## config.mk

```make
export PLATFORM = sky130hd
export DESIGN_NAME = lockstep_pin_wrapper
export DESIGN_NICKNAME = d
export VERILOG_FILES = /design/src/rtl/lockstep_pkg.sv /design/src/rtl/lockstep_role_fsm.sv /design/src/rtl/lockstep_pin_gate.sv /design/src/rtl/lockstep_mismatch.sv /design/src/rtl/lockstep_pin_wrapper.sv
export SDC_FILE = /design/constraint.sdc
export NUM_CORES = 1
export LEC_CHECK = 0
export BUFFER_PORTS_ARGS = -buffer_cell sky130_fd_sc_hd__buf_2
export CAP_MARGIN = 20
export CORE_UTILIZATION = 31
export DETAILED_ROUTE_END_ITERATION = 12
export GPL_TIMING_DRIVEN = 0
export MAX_ROUTING_LAYER = met4
export PLACE_DENSITY = 0.79
export SLEW_MARGIN = 20
export SYNTH_ARGS = -nofsm -noshare
export SYNTH_HDL_FRONTEND = slang
export SYNTH_HIERARCHICAL = 1
export SYNTH_SLANG_ARGS = --single-unit
```

## constraint.sdc

```tcl
create_clock -name clk -period 1 [get_ports clk]
set_input_delay 0.1 -clock clk [delete_from_list [all_inputs] [get_ports clk]]
set_output_delay 0.1 -clock clk [all_outputs]
set_load 0.05 [all_outputs]
```

## src/rtl/lockstep_pkg.sv

```systemverilog
package lockstep_pkg;

    typedef enum logic [1:0] {
        ST_RESET   = 2'd0,
        ST_MASTER  = 2'd1,
        ST_CHECKER = 2'd2
    } role_e;

endpackage

```

## src/rtl/lockstep_role_fsm.sv

```systemverilog
module lockstep_role_fsm
    import lockstep_pkg::*;
#(
    parameter int SYNC_STAGES = 2
) (
    input  logic  clk,
    input  logic  rst,
    input  logic  strap_chk,
    output role_e role,
    output logic  drive_pins,
    output logic  chk_mode
);

    localparam int LAST = SYNC_STAGES - 1;

    logic [LAST:0] sync_q;
    role_e         state_q;
    role_e         state_d;

    // The strap may be asynchronous, so it is resynchronized before use.
    // These stages keep sampling during reset so that they hold a settled value at release.
    generate
        if (SYNC_STAGES == 1) begin : g_one
            always_ff @(posedge clk) sync_q <= strap_chk;
        end else begin : g_many
            always_ff @(posedge clk) sync_q <= {sync_q[LAST-1:0], strap_chk};
        end
    endgenerate

    always_comb begin
        state_d = state_q;
        unique case (state_q)
            ST_RESET:   state_d = sync_q[LAST] ? ST_CHECKER : ST_MASTER;
            ST_MASTER:  state_d = ST_MASTER;
            ST_CHECKER: state_d = ST_CHECKER;
            default:    state_d = ST_RESET;
        endcase
    end

    always_ff @(posedge clk) begin
        if (rst) state_q <= ST_RESET;
        else     state_q <= state_d;
    end

    always_comb begin
        drive_pins = 1'b0;
        chk_mode   = 1'b0;
        unique case (state_q)
            ST_RESET:   ;
            ST_MASTER:  drive_pins = 1'b1;
            ST_CHECKER: chk_mode   = 1'b1;
            default:    ;
        endcase
    end

    assign role = state_q;


    role_hold_chk: assert property (@(posedge clk) disable iff (rst)
        (state_q != ST_RESET) |=> $stable(state_q));

endmodule

```

## src/rtl/lockstep_pin_gate.sv

```systemverilog
module lockstep_pin_gate #(
    parameter int NO = 8,
    parameter int NB = 8
) (
    input  logic          drive_pins,
    input  logic [NO-1:0] core_out,
    input  logic [NB-1:0] core_bi_o,
    input  logic [NB-1:0] core_bi_oe,
    input  logic [NB-1:0] bi_in,
    input  logic          core_tdo,
    output logic [NO-1:0] out_drv,
    output logic          out_en,
    output logic [NB-1:0] bi_drv,
    output logic [NB-1:0] bi_en,
    output logic [NB-1:0] core_bi_in,
    output logic          tdo_pin
);

    assign out_drv    = core_out;
    assign out_en     = drive_pins;
    assign bi_drv     = core_bi_o;
    assign bi_en      = core_bi_oe & {NB{drive_pins}};
    assign core_bi_in = bi_in;
    assign tdo_pin    = core_tdo;

endmodule

```

## src/rtl/lockstep_mismatch.sv

```systemverilog
module lockstep_mismatch #(
    parameter int NO = 8,
    parameter int NB = 8
) (
    input  logic          clk,
    input  logic          rst,
    input  logic          chk_mode,
    input  logic [NO-1:0] core_out,
    input  logic [NO-1:0] out_obs,
    input  logic [NB-1:0] core_bi_o,
    input  logic [NB-1:0] core_bi_oe,
    input  logic [NB-1:0] bi_in,
    output logic          err
);

    logic [NB-1:0] bi_hit;
    logic          out_hit;
    logic          err_q;

    genvar i;
    generate
        for (i = 0; i < NB; i++) begin : g_bi
            assign bi_hit[i] = core_bi_oe[i] & (core_bi_o[i] ^ bi_in[i]);
        end
    endgenerate

    assign out_hit = |(core_out ^ out_obs);

    always_ff @(posedge clk) begin
        if (rst) err_q <= 1'b0;
        else     err_q <= chk_mode & (out_hit | (|bi_hit));
    end

    assign err = err_q;


    quiet_chk: assert property (@(posedge clk) disable iff (rst)
        !chk_mode |=> !err);


    masked_chk: assert property (@(posedge clk) disable iff (rst)
        (chk_mode && (out_obs == core_out) && (((bi_in ^ core_bi_o) & core_bi_oe) == '0)) |=> !err);

endmodule

```

## src/rtl/lockstep_pin_wrapper.sv

```systemverilog
module lockstep_pin_wrapper
    import lockstep_pkg::*;
#(
    parameter int NO          = 8,
    parameter int NB          = 8,
    parameter int SYNC_STAGES = 2
) (
    input  logic          clk,
    input  logic          rst,
    input  logic          strap_chk,
    input  logic [NO-1:0] core_out,
    input  logic [NB-1:0] core_bi_o,
    input  logic [NB-1:0] core_bi_oe,
    input  logic          core_tdo,
    output logic [NB-1:0] core_bi_in,
    output logic [NO-1:0] out_drv,
    output logic          out_en,
    input  logic [NO-1:0] out_obs,
    output logic [NB-1:0] bi_drv,
    output logic [NB-1:0] bi_en,
    input  logic [NB-1:0] bi_in,
    output logic          tdo_pin,
    output logic          err
);

    role_e role;
    logic  drive_pins;
    logic  chk_mode;

    lockstep_role_fsm #(.SYNC_STAGES(SYNC_STAGES)) u_fsm (
        .clk        (clk),
        .rst        (rst),
        .strap_chk  (strap_chk),
        .role       (role),
        .drive_pins (drive_pins),
        .chk_mode   (chk_mode)
    );

    lockstep_pin_gate #(.NO(NO), .NB(NB)) u_gate (
        .drive_pins (drive_pins),
        .core_out   (core_out),
        .core_bi_o  (core_bi_o),
        .core_bi_oe (core_bi_oe),
        .bi_in      (bi_in),
        .core_tdo   (core_tdo),
        .out_drv    (out_drv),
        .out_en     (out_en),
        .bi_drv     (bi_drv),
        .bi_en      (bi_en),
        .core_bi_in (core_bi_in),
        .tdo_pin    (tdo_pin)
    );

    lockstep_mismatch #(.NO(NO), .NB(NB)) u_cmp (
        .clk        (clk),
        .rst        (rst),
        .chk_mode   (chk_mode),
        .core_out   (core_out),
        .out_obs    (out_obs),
        .core_bi_o  (core_bi_o),
        .core_bi_oe (core_bi_oe),
        .bi_in      (bi_in),
        .err        (err)
    );


    float_chk: assert property (@(posedge clk) disable iff (rst)
        (role == ST_CHECKER) |-> (!out_en && (bi_en == '0)));


    master_drive_chk: assert property (@(posedge clk) disable iff (rst)
        (role == ST_MASTER) |-> (out_en && (bi_en == core_bi_oe)));


    catch_chk: assert property (@(posedge clk) disable iff (rst)
        ((role == ST_CHECKER) && (out_obs != core_out)) |=> err);

endmodule

```

==> reports/qor.txt, run 1 <==
Largest cells by area after synthesis: buf_4 32%, dfxtp_1 16%, xnor2_1 11%
DR WL/cell: 11.4 um
Hold Path Class: in2reg
Layout cells sized above 1: 82.3%
Row cnt: 15
Multi-input gate area: 354 sq um
Num CTS Buffers: 3
Power Density: 980 nW/um^2
Number of synthesized register bits: 5
Worst hold slack: 0.0883 ns
Final core occ: 70.0%
First-pass GRT wire length: 2730 um
Starting Density: 34.3%
Seq/Total Area, Yosys: 16.4%
Antenna violations before repair: 0
GP Congestion: 0.742
Core Footprint: 1780 sq um
CP Cell Sequence: inv_4 -> nor2_4 -> and2_4 -> buf_8
Die area: 2160 sq um
Total GRT Usage: 18.5%
ANT cells: 0
Via density: 4.11
Critical Path AT: 1.10 ns
Met2 Wirelength: 1270 um
RSZ-0062 raised after global routing: true
Fmax achieved: 833 MHz
Worst min-delay path endpoint: u_cmp/err
P_int: 684 uW
Post-synth top area share: 31.9%
Post-Layout Cell Count: 183
Clock share of power: 19.7%
Placed cell count: 172
Reg power frac: 18.5%
CP Capture Type: output port
Final min period: 1.20 ns
R2R Path End: u_cmp/err
Syn-to-layout area delta: 104%
Period utilization: 120%
1st-iter DRT viols: 12
Drc violations: 0
Via count: 752
FILL cells: 143
Max clock buf depth: 2
Clock-pin slew on the worst setup and hold paths: 0.05 ns
Worst hold path depth: 2
CP peak stage delay: 0.34 ns
Final setup viols: 10
Mapped Nets: 114
Worst-Margin Slew: 0.260 ns
Synth Cell Area: 612 sq um
Top layer reached by signal wires: met3
Setup_tns: -1.62 ns
Switching power: 540 uW
Sequential cell area: 105 sq um
Worst hold path startpoint: rst
Sw frac: 44.1%
H-Tree Depth: 1
Dominant cell type by area after synthesis: buf_4
Failing checks: setup timing
Worst reg2reg path depth: 5
Worst IR Drop VDD: 0.535 mV
Routed Antenna Nets: 0
Final Hold Fails: 0
Final net count: 203
Clock Sinks: 5
Worst path required time: 0.90 ns
Avg Cell Area, Syn: 8.74 sq um
Vias in the first global route: 711
Comb power frac: 61.9%
M1 WL: 680 um
Largest net degree at the start of global routing: 6
Status: finished with violations
Port Buffers: 77
Io pins: 79
Reg2reg setup slack: -0.01 ns
Startpoint types: register
Root Buffer: clkbuf_4
Max-slew headroom: 82.8%
Slowest CP cell: dfxtp_2
CTS tree: yes
Pins Over Slew Limit: 0
Post-Route WL: 2080 um
Die Y: 46.4 um
Met3 WL: 138 um
Cells after Synth: 70
Clock latency on the worst-skew pair: 0.25 ns
Pleak: 0.000674 uW
CP Class: reg2out
Post-synth cell types: 15
Skew final: 0.00894 ns
Horiz. Die Dim: 46.4 um
Yosys warning count: 6
Setup ws final: -0.201 ns
Maximum capacitance violations: 0
Design Power: 1220 uW
DR pass1 iterations: 4
Congestion Overflow GR: 0
Worst R2R Start: u_fsm/role[0]
Crit-path max FO: 4
-- timing repair --
action,CTS,global route
setup buffers,3,2
setup endpoints to repair,9,10
cloned,1,0
hold buffers,1,0
pin swaps,8,7
gates resized for setup,35,1
endpoints found under the hold margin,1,0
-- power groups by stage --
stage	Clock (uW)	Combinational [uW]	Sequential (uW)
after floorplan	0	465	231
after global placement	0	650	224
after detailed placement	0	660	225
after CTS	241	741	226
after global routing	266	793	226
final	240	757	226
-- cells in the mapped netlist --
master / instances
nor3_1: 1
a22o_1: 2
buf_4: 26
xnor2_1: 8
and2_1: 8
a311oi_1: 1
xor2_1: 6
inv_1: 2
a211oi_2: 1
xor2_2: 2
nor2b_1: 1
a221oi_2: 2
nor2_1: 3
nand4_1: 2
dfxtp_1: 5
-- per-stage QoR --
step,instance area [sq um],setup slack [ns]
3_5_place_dp,1050,-0.276
5_1_grt,1250,-0.234
2_1_floorplan,634,0.0140
3_3_place_gp,1050,-0.245
6_report,1250,-0.201
4_1_cts,1230,-0.203
-- registers in the layout (all words and copies together) (netlist names) --
signal	flops
u_fsm/role	2
u_fsm/sync_q	2
u_cmp/err	1
-- layout by cell type (no fill, tap or decap), types with 2 or more instances in the layout --
cell,count
xor2_2,2
buf_8,9
a221oi_2,2
nor2_1,2
a22o_1,2
dfxtp_1,3
clkbuf_4,3
nor2_4,2
xnor2_1,8
and2_4,8
xor2_1,6
nand4_1,2
buf_4,30
buf_2,68
-- worst max-delay path by stage --
| stage | start | endpoint | slack (ns) | cells past startpoint |
|---|---|---|---|---|
| floorplan | u_fsm/role[0] | bi_en[0] | 0.01 | 3 |
| global placement | u_fsm/role[0] | bi_en[0] | -0.25 | 4 |
| detailed placement | u_fsm/role[0] | bi_en[0] | -0.28 | 4 |
| CTS | u_fsm/role[0] | bi_en[0] | -0.20 | 4 |
| global route | u_fsm/role[0] | bi_en[5] | -0.23 | 4 |
| finish | u_fsm/role[0] | bi_en[5] | -0.20 | 4 |
-- cells by family (layout without fill, tap and decap cells) --
logic type	after synthesis	after routing	synth area share [%]
compound gates	6	6	11.2
xor+xnor	16	16	25.4
flops	5	5	16.4
simple gates	15	16	13.9
buf+inv	28	115	33.1
-- cell type report --
class                   instances  area share [%]
clock buffers                   4            2.10
repair buffers                 83            41.9
inverters                       2           0.802
well taps                      25            2.51
flip-flops and latches          5            8.42
multi-input cells              38            28.4
plain buffers                  26            15.9
-- per-layer routing --
metal  vias to the layer above  GRT usage [%]
met4                         0           5.88
met3                         0           4.71
met5                         -              -
met2                        37           39.2
li1                        383              -
met1                       332           14.5
-- critical path, delay by kind of cell, from the launching register on --
family / cells / cell delay, ns
DFF: 1 / 0.34
and+or+nand+nor: 2 / 0.33
buffers and inverters: 2 / 0.19
(Power assumes the default switching activity.)
==> inputs of run 2 (changes only) <==
--- a/config.mk
+++ b/config.mk
@@ -5,13 +5,13 @@
 export SDC_FILE = /design/constraint.sdc
 export NUM_CORES = 1
 export LEC_CHECK = 0
-export BUFFER_PORTS_ARGS = -buffer_cell sky130_fd_sc_hd__buf_2
 export CAP_MARGIN = 20
-export CORE_UTILIZATION = 31
+export CORE_UTILIZATION = 45
 export DETAILED_ROUTE_END_ITERATION = 12
+export DONT_BUFFER_PORTS = 1
 export GPL_TIMING_DRIVEN = 0
 export MAX_ROUTING_LAYER = met4
-export PLACE_DENSITY = 0.79
+export REMOVE_ABC_BUFFERS = 1
 export SLEW_MARGIN = 20
 export SYNTH_ARGS = -nofsm -noshare
 export SYNTH_HDL_FRONTEND = slang
==> reports/qor.txt, run 2 (synthesized netlist as in run 1, its figures left out) <==
Maximum capacitance violations: 0 (unchanged)
Io pins: 79 (unchanged)
Antenna violations before repair: 0 (unchanged)
Routed Antenna Nets: 0 (unchanged)
Failing checks: setup timing (unchanged)
CTS tree: yes (unchanged)
Pleak: 0.000212 uW (was 0.000674 uW)
Skew final: 0.00124 ns (was 0.00894 ns)
Period utilization: 141% (was 120%)
Commonest non-fill, non-tap cells in the layout: 8 x xnor2_1, 8 x and2_4, 6 x xor2_1, 4 x buf_4 (was 68 x buf_2, 30 x buf_4, 9 x buf_8, 8 x xnor2_1, 8 x and2_4)
Syn-to-layout area delta: -9.00% (was 104%)
CP Capture Type: output port (unchanged)
Dpl hpwl: 715 um
RSZ-0062 raised after global routing: true (unchanged)
Final net count: 100 (was 203)
Via density: 5.42 (was 4.11)
First-pass GRT wire length: 1340 um (was 2730 um)
Worst IR Drop VDD: 0.467 mV (was 0.535 mV)
Max-slew headroom: 68.3% (was 82.8%)
Post-Route WL: 1020 um (was 2080 um)
Congestion Overflow GR: 0 (unchanged)
Worst hold path depth: 2 (unchanged)
ANT cells: 0 (unchanged)
Max clock buf depth: 2 (unchanged)
Fmax achieved: 710 MHz (was 833 MHz)
Worst reg2reg path depth: 4 (was 5)
GP Congestion: 0.574 (was 0.742)
Crit-path max FO: 6 (was 4)
Horiz. Die Dim: 38.9 um (was 46.4 um)
Final core occ: 46.9% (was 70.0%)
Power Density: 1280 nW/um^2 (was 980 nW/um^2)
Worst min-delay path endpoint: u_cmp/err (unchanged)
Total GRT Usage: 14.2% (was 18.5%)
Design Power: 711 uW (was 1220 uW)
Clock-pin slew on the worst setup and hold paths: 0.05 ns (about the same)
Num CTS Buffers: 3 (unchanged)
Row cnt: 12 (was 15)
DR pass1 iterations: 2 (was 4)
FILL cells: 123 (was 143)
Root Buffer: clkbuf_4 (unchanged)
Worst-Margin Slew: 0.474 ns (was 0.260 ns)
Drc violations: 0 (unchanged)
Final Hold Fails: 0 (unchanged)
Starting Density: 51.6% (was 34.3%)
Reg2reg setup slack: 0.12 ns (was -0.01 ns)
Die area: 1510 sq um (was 2160 sq um)
Vias in the first global route: 375 (was 711)
Critical Path AT: 1.31 ns (was 1.10 ns)
Setup ws final: -0.408 ns (was -0.201 ns)
R2R Path End: u_cmp/err (unchanged)
Clock Sinks: 5 (unchanged)
Via count: 374 (was 752)
CP Class: reg2out (unchanged)
Die Y: 38.9 um (was 46.4 um)
Status: finished with violations (unchanged)
Worst path required time: 0.90 ns (about the same)
Port Buffers: 0 (was 77)
Final min period: 1.41 ns (was 1.20 ns)
DR WL/cell: 14.8 um (was 11.4 um)
Core Footprint: 1190 sq um (was 1780 sq um)
Startpoint types: register (unchanged)
Worst R2R Start: u_fsm/role[0] (unchanged)
Largest net degree at the start of global routing: 7 (was 6)
Pins Over Slew Limit: 0 (unchanged)
Final setup viols: 9 (was 10)
Clock latency on the worst-skew pair: 0.24 ns (was 0.25 ns)
1st-iter DRT viols: 6 (was 12)
Layout cells sized above 1: 45.5% (was 82.3%)
H-Tree Depth: 1 (unchanged)
Worst hold path startpoint: core_bi_oe[3] (was rst)
Hold Path Class: in2reg (unchanged)
==> run 2: cell types whose count changed in the layout (fill, tap and decap cells not counted), sizes merged <==
cell,change
buf,-104
dlygate4sd3,+1
==> run 2: critical path, stage by stage (launching register included) <==
cell and delay (ns):
dfxtp_2 0.35, inv_4 0.04, nor2_4 0.34, and2_4 0.33
==> run 2: layout make-up <==
| type | instances | area (sq um) | share of cell area (%) |
|---|---|---|---|
| clock buffers | 4 | 26.3 | 4.72 |
| inverters | 2 | 10.0 | 1.80 |
| multi-input cells | 38 | 348 | 62.5 |
| flip-flops and latches | 5 | 105 | 18.9 |
| well taps | 14 | 17.5 | 3.15 |
| repair buffers | 6 | 50.0 | 8.99 |
==> run 2: how the worst max path moves through the flow <==
stage	end	cells after the start	startpoint	slack, ns
6_report	bi_en[5]	3	u_fsm/role[0]	-0.41
3_3_place_gp	bi_en[7]	3	u_fsm/role[0]	-1.04
5_1_grt	bi_en[7]	3	u_fsm/role[0]	-0.44
4_1_cts	bi_en[5]	3	u_fsm/role[0]	-0.42
2_1_floorplan	bi_en[0]	3	u_fsm/role[0]	-0.83
3_5_place_dp	bi_en[7]	3	u_fsm/role[0]	-0.65
==> run 2: through the flow <==
step,setup TNS [ns],hold WS (ns),setup slack (ns),area (sq um),cells
6_report,-2.80,0.148,-0.408,557,69
5_1_grt,-3.02,0.200,-0.440,557,69
4_1_cts,-2.87,0.154,-0.420,539,67
3_5_place_dp,-5.28,0.128,-0.651,437,58
3_3_place_gp,-8.76,0.128,-1.04,434,58
2_1_floorplan,-6.93,0.128,-0.832,417,44
==> run 2: timing repair <==
item                                    in CTS  in global routing
endpoints found under the setup margin       9                 10
pin swaps                                    8                  7
gates resized for setup                     22                  1
hold endpoints to repair                     4                  0
cloned                                       1                  0
buffers inserted                             2                  2
hold buffers                                 2                  0
==> run 2: layer usage <==
layer  global-route usage (%)  share of wire, %  routed length, um  vias up
li1                         -                 -                  -      173
met2                     24.6                55                566       33
met4                     13.8              0.98                 10        0
met1                     12.2                32                323      166
met3                     3.47                12                121        2
met5                        -                 0                  0        -
==> run 2: report_power, final <==
group	total (uW)	internal, uW	leakage [uW]	switching [uW]
clock	235	151	0.0000150	83.8
sequential	232	214	0.0000426	18.5
combinational	244	110	0.000155	134
==> inputs of run 3 (changes only) <==
--- a/config.mk
+++ b/config.mk
@@ -6,8 +6,9 @@
 export NUM_CORES = 1
 export LEC_CHECK = 0
 export CAP_MARGIN = 20
-export CORE_UTILIZATION = 45
+export CORE_AREA = 2 2 39 41
 export DETAILED_ROUTE_END_ITERATION = 12
+export DIE_AREA = 0 0 41 43
 export DONT_BUFFER_PORTS = 1
 export GPL_TIMING_DRIVEN = 0
 export MAX_ROUTING_LAYER = met4
==> reports/qor.txt, run 3 (synthesized netlist as in run 1, its figures left out) <==
Worst IR Drop VDD: 0.273 mV (was 0.467 mV)
Maximum capacitance violations: 0 (unchanged)
Clock-pin slew on the worst setup and hold paths: 0.04 ns (was 0.05 ns)
Num CTS Buffers: 3 (unchanged)
GP Congestion: 0.605 (was 0.574)
Worst-Margin Slew: 0.474 ns (about the same)
Die area: 1760 sq um (was 1510 sq um)
Final core occ: 39.3% (was 46.9%)
Failing checks: setup timing (unchanged)
Root Buffer: clkbuf_4 (unchanged)
Final net count: 98 (was 100)
Clock latency on the worst-skew pair: 0.24 ns (about the same)
Congestion Overflow GR: 0 (unchanged)
P_int: 468 uW (was 475 uW)
H-Tree Depth: 1 (unchanged)
Fmax achieved: 713 MHz (was 710 MHz)
Final min period: 1.40 ns (was 1.41 ns)
Slowest CP cell: dfxtp_4 (was dfxtp_2)
Max-slew headroom: 68.4% (was 68.3%)
Cell Area, Placed: 439 sq um (was 437 sq um)
Vias in the first global route: 339 (was 375)
CP Class: reg2out (unchanged)
Die Y: 43 um (was 38.9 um)
Design Power: 691 uW (was 711 uW)
Row cnt: 14 (was 12)
CP peak stage delay: 0.37 ns (was 0.35 ns)
Via count: 358 (was 374)
Setup ws final: -0.403 ns (was -0.408 ns)
DR pass1 iterations: 4 (was 2)
Post-route cell area: 544 sq um (was 557 sq um)
Worst hold slack: 0.195 ns (was 0.148 ns)
Crit-path max FO: 6 (unchanged)
Horiz. Die Dim: 41 um (was 38.9 um)
Total GRT Usage: 11.2% (was 14.2%)
Commonest non-fill, non-tap cells in the layout: 8 x xnor2_1, 8 x and2_4, 6 x xor2_1, 3 x clkbuf_4, 3 x dfxtp_1 (was 8 x xnor2_1, 8 x and2_4, 6 x xor2_1, 4 x buf_4)
Delay-heaviest family, CP: simple AND/OR/NAND/NOR gates (unchanged)
CP Cell Sequence: nor2_4 -> and2_4 (was inv_4 -> nor2_4 -> and2_4)
1st-iter DRT viols: 3 (was 6)
Clock share of power: 32.4% (was 33.0%)
Hold Path Class: in2reg (unchanged)
Via density: 5.19 (was 5.42)
WP buf/inv: 0 (was 1)
Clock Sinks: 5 (unchanged)
Final Hold Fails: 0 (unchanged)
ANT cells: 0 (unchanged)
Io pins: 79 (unchanged)
Max clock buf depth: 2 (unchanged)
Period utilization: 140% (was 141%)
First-pass GRT wire length: 1320 um (was 1340 um)
Pins Over Slew Limit: 0 (unchanged)
Reg power frac: 34.1% (was 32.6%)
Starting Density: 44.2% (was 51.6%)
Comb power frac: 33.5% (was 34.4%)
Drc violations: 0 (unchanged)
Sw frac: 32.2% (was 33.2%)
Routed Antenna Nets: 0 (unchanged)
DR WL/cell: 14.8 um (about the same)
Final setup viols: 9 (unchanged)
Switching power: 223 uW (was 236 uW)
Worst path required time: 0.90 ns (about the same)
CTS tree: yes (unchanged)
Syn-to-layout area delta: -11.0% (was -9.00%)
Post-Route WL: 1020 um (about the same)
Startpoint types: register (unchanged)
Reg2reg setup slack: 0.08 ns (was 0.12 ns)
Antenna violations before repair: 0 (unchanged)
CP Capture Type: output port (unchanged)
Port Buffers: 0 (unchanged)
Status: finished with violations (unchanged)
Layout cells sized above 1: 43.4% (was 45.5%)
RSZ-0062 raised after global routing: true (unchanged)
Largest net degree at the start of global routing: 7 (unchanged)
Pre-CTS setup slack: -0.640 ns (was -0.651 ns)
Skew final: 0.00558 ns (was 0.00124 ns)
Dpl hpwl: 813 um (was 715 um)
Pleak: 0.000201 uW (was 0.000212 uW)
Core Footprint: 1380 sq um (was 1190 sq um)
Power Density: 1270 nW/um^2 (was 1280 nW/um^2)
Critical Path AT: 1.30 ns (was 1.31 ns)
-- run 3: cell count changes in the layout (fill, tap and decap cells not counted) --
cell   change
buf_4      -2
-- run 3: worst reg2reg max path, stage by stage, from the launching register on --
cell and delay (ns):
dfxtp_2 0.33, buf_4 0.13, nor2b_1 0.09, inv_1 0.04, a311oi_1 0.22
-- run 3: area by class of cell --
type / instances / area (sq um)
multi-input cells: 38 / 348
clock buffers: 4 / 26.3
flip-flops and latches: 5 / 105
well taps: 16 / 20.0
inverters: 2 / 10.0
fillers: 145 / 840
repair buffers: 4 / 35.0
-- run 3: power by group through the flow --
stage | registers [uW] | logic [uW] | clock network (uW)
final | 235 | 232 | 224
after global routing | 237 | 247 | 245
after CTS | 236 | 234 | 233
after detailed placement | 233 | 190 | 0
after global placement | 232 | 186 | 0
after floorplan | 230 | 174 | 0
-- run 3: path summary, 6_finish.rpt --
kind / to / cells past startpoint / startpoint
hold reg to reg: u_fsm/sync_q[1] / 0 / u_fsm/sync_q[0]
hold / removal: u_cmp/err / 2 / core_bi_oe[3]
setup / recovery: bi_en[3] / 2 / u_fsm/role[1]
setup reg to reg: u_cmp/err / 4 / u_fsm/role[0]
-- run 3: routing by layer --
metal  global-route usage (%)  wire [um]
met3                     1.05         72
met4                     7.33          0
met2                     15.0        536
met1                     15.3        414
met5                        -          0
-- run 3: timing repair --
item / in CTS / in global routing
resized for setup: 22 / 1
endpoints found under the hold margin: 4 / 0
endpoints found under the setup margin: 9 / 9
hold buffers: 2 / 0
cloned: 1 / 0
pin swaps: 8 / 4
buffers inserted: 2 / 0
-- run 3: per-stage QoR --
step	TNS, ns	std cells
after global placement	-8.11	60
after detailed placement	-5.18	60
final	-2.80	69
after global routing	-3.20	69
after floorplan	-6.93	44
after CTS	-2.89	69
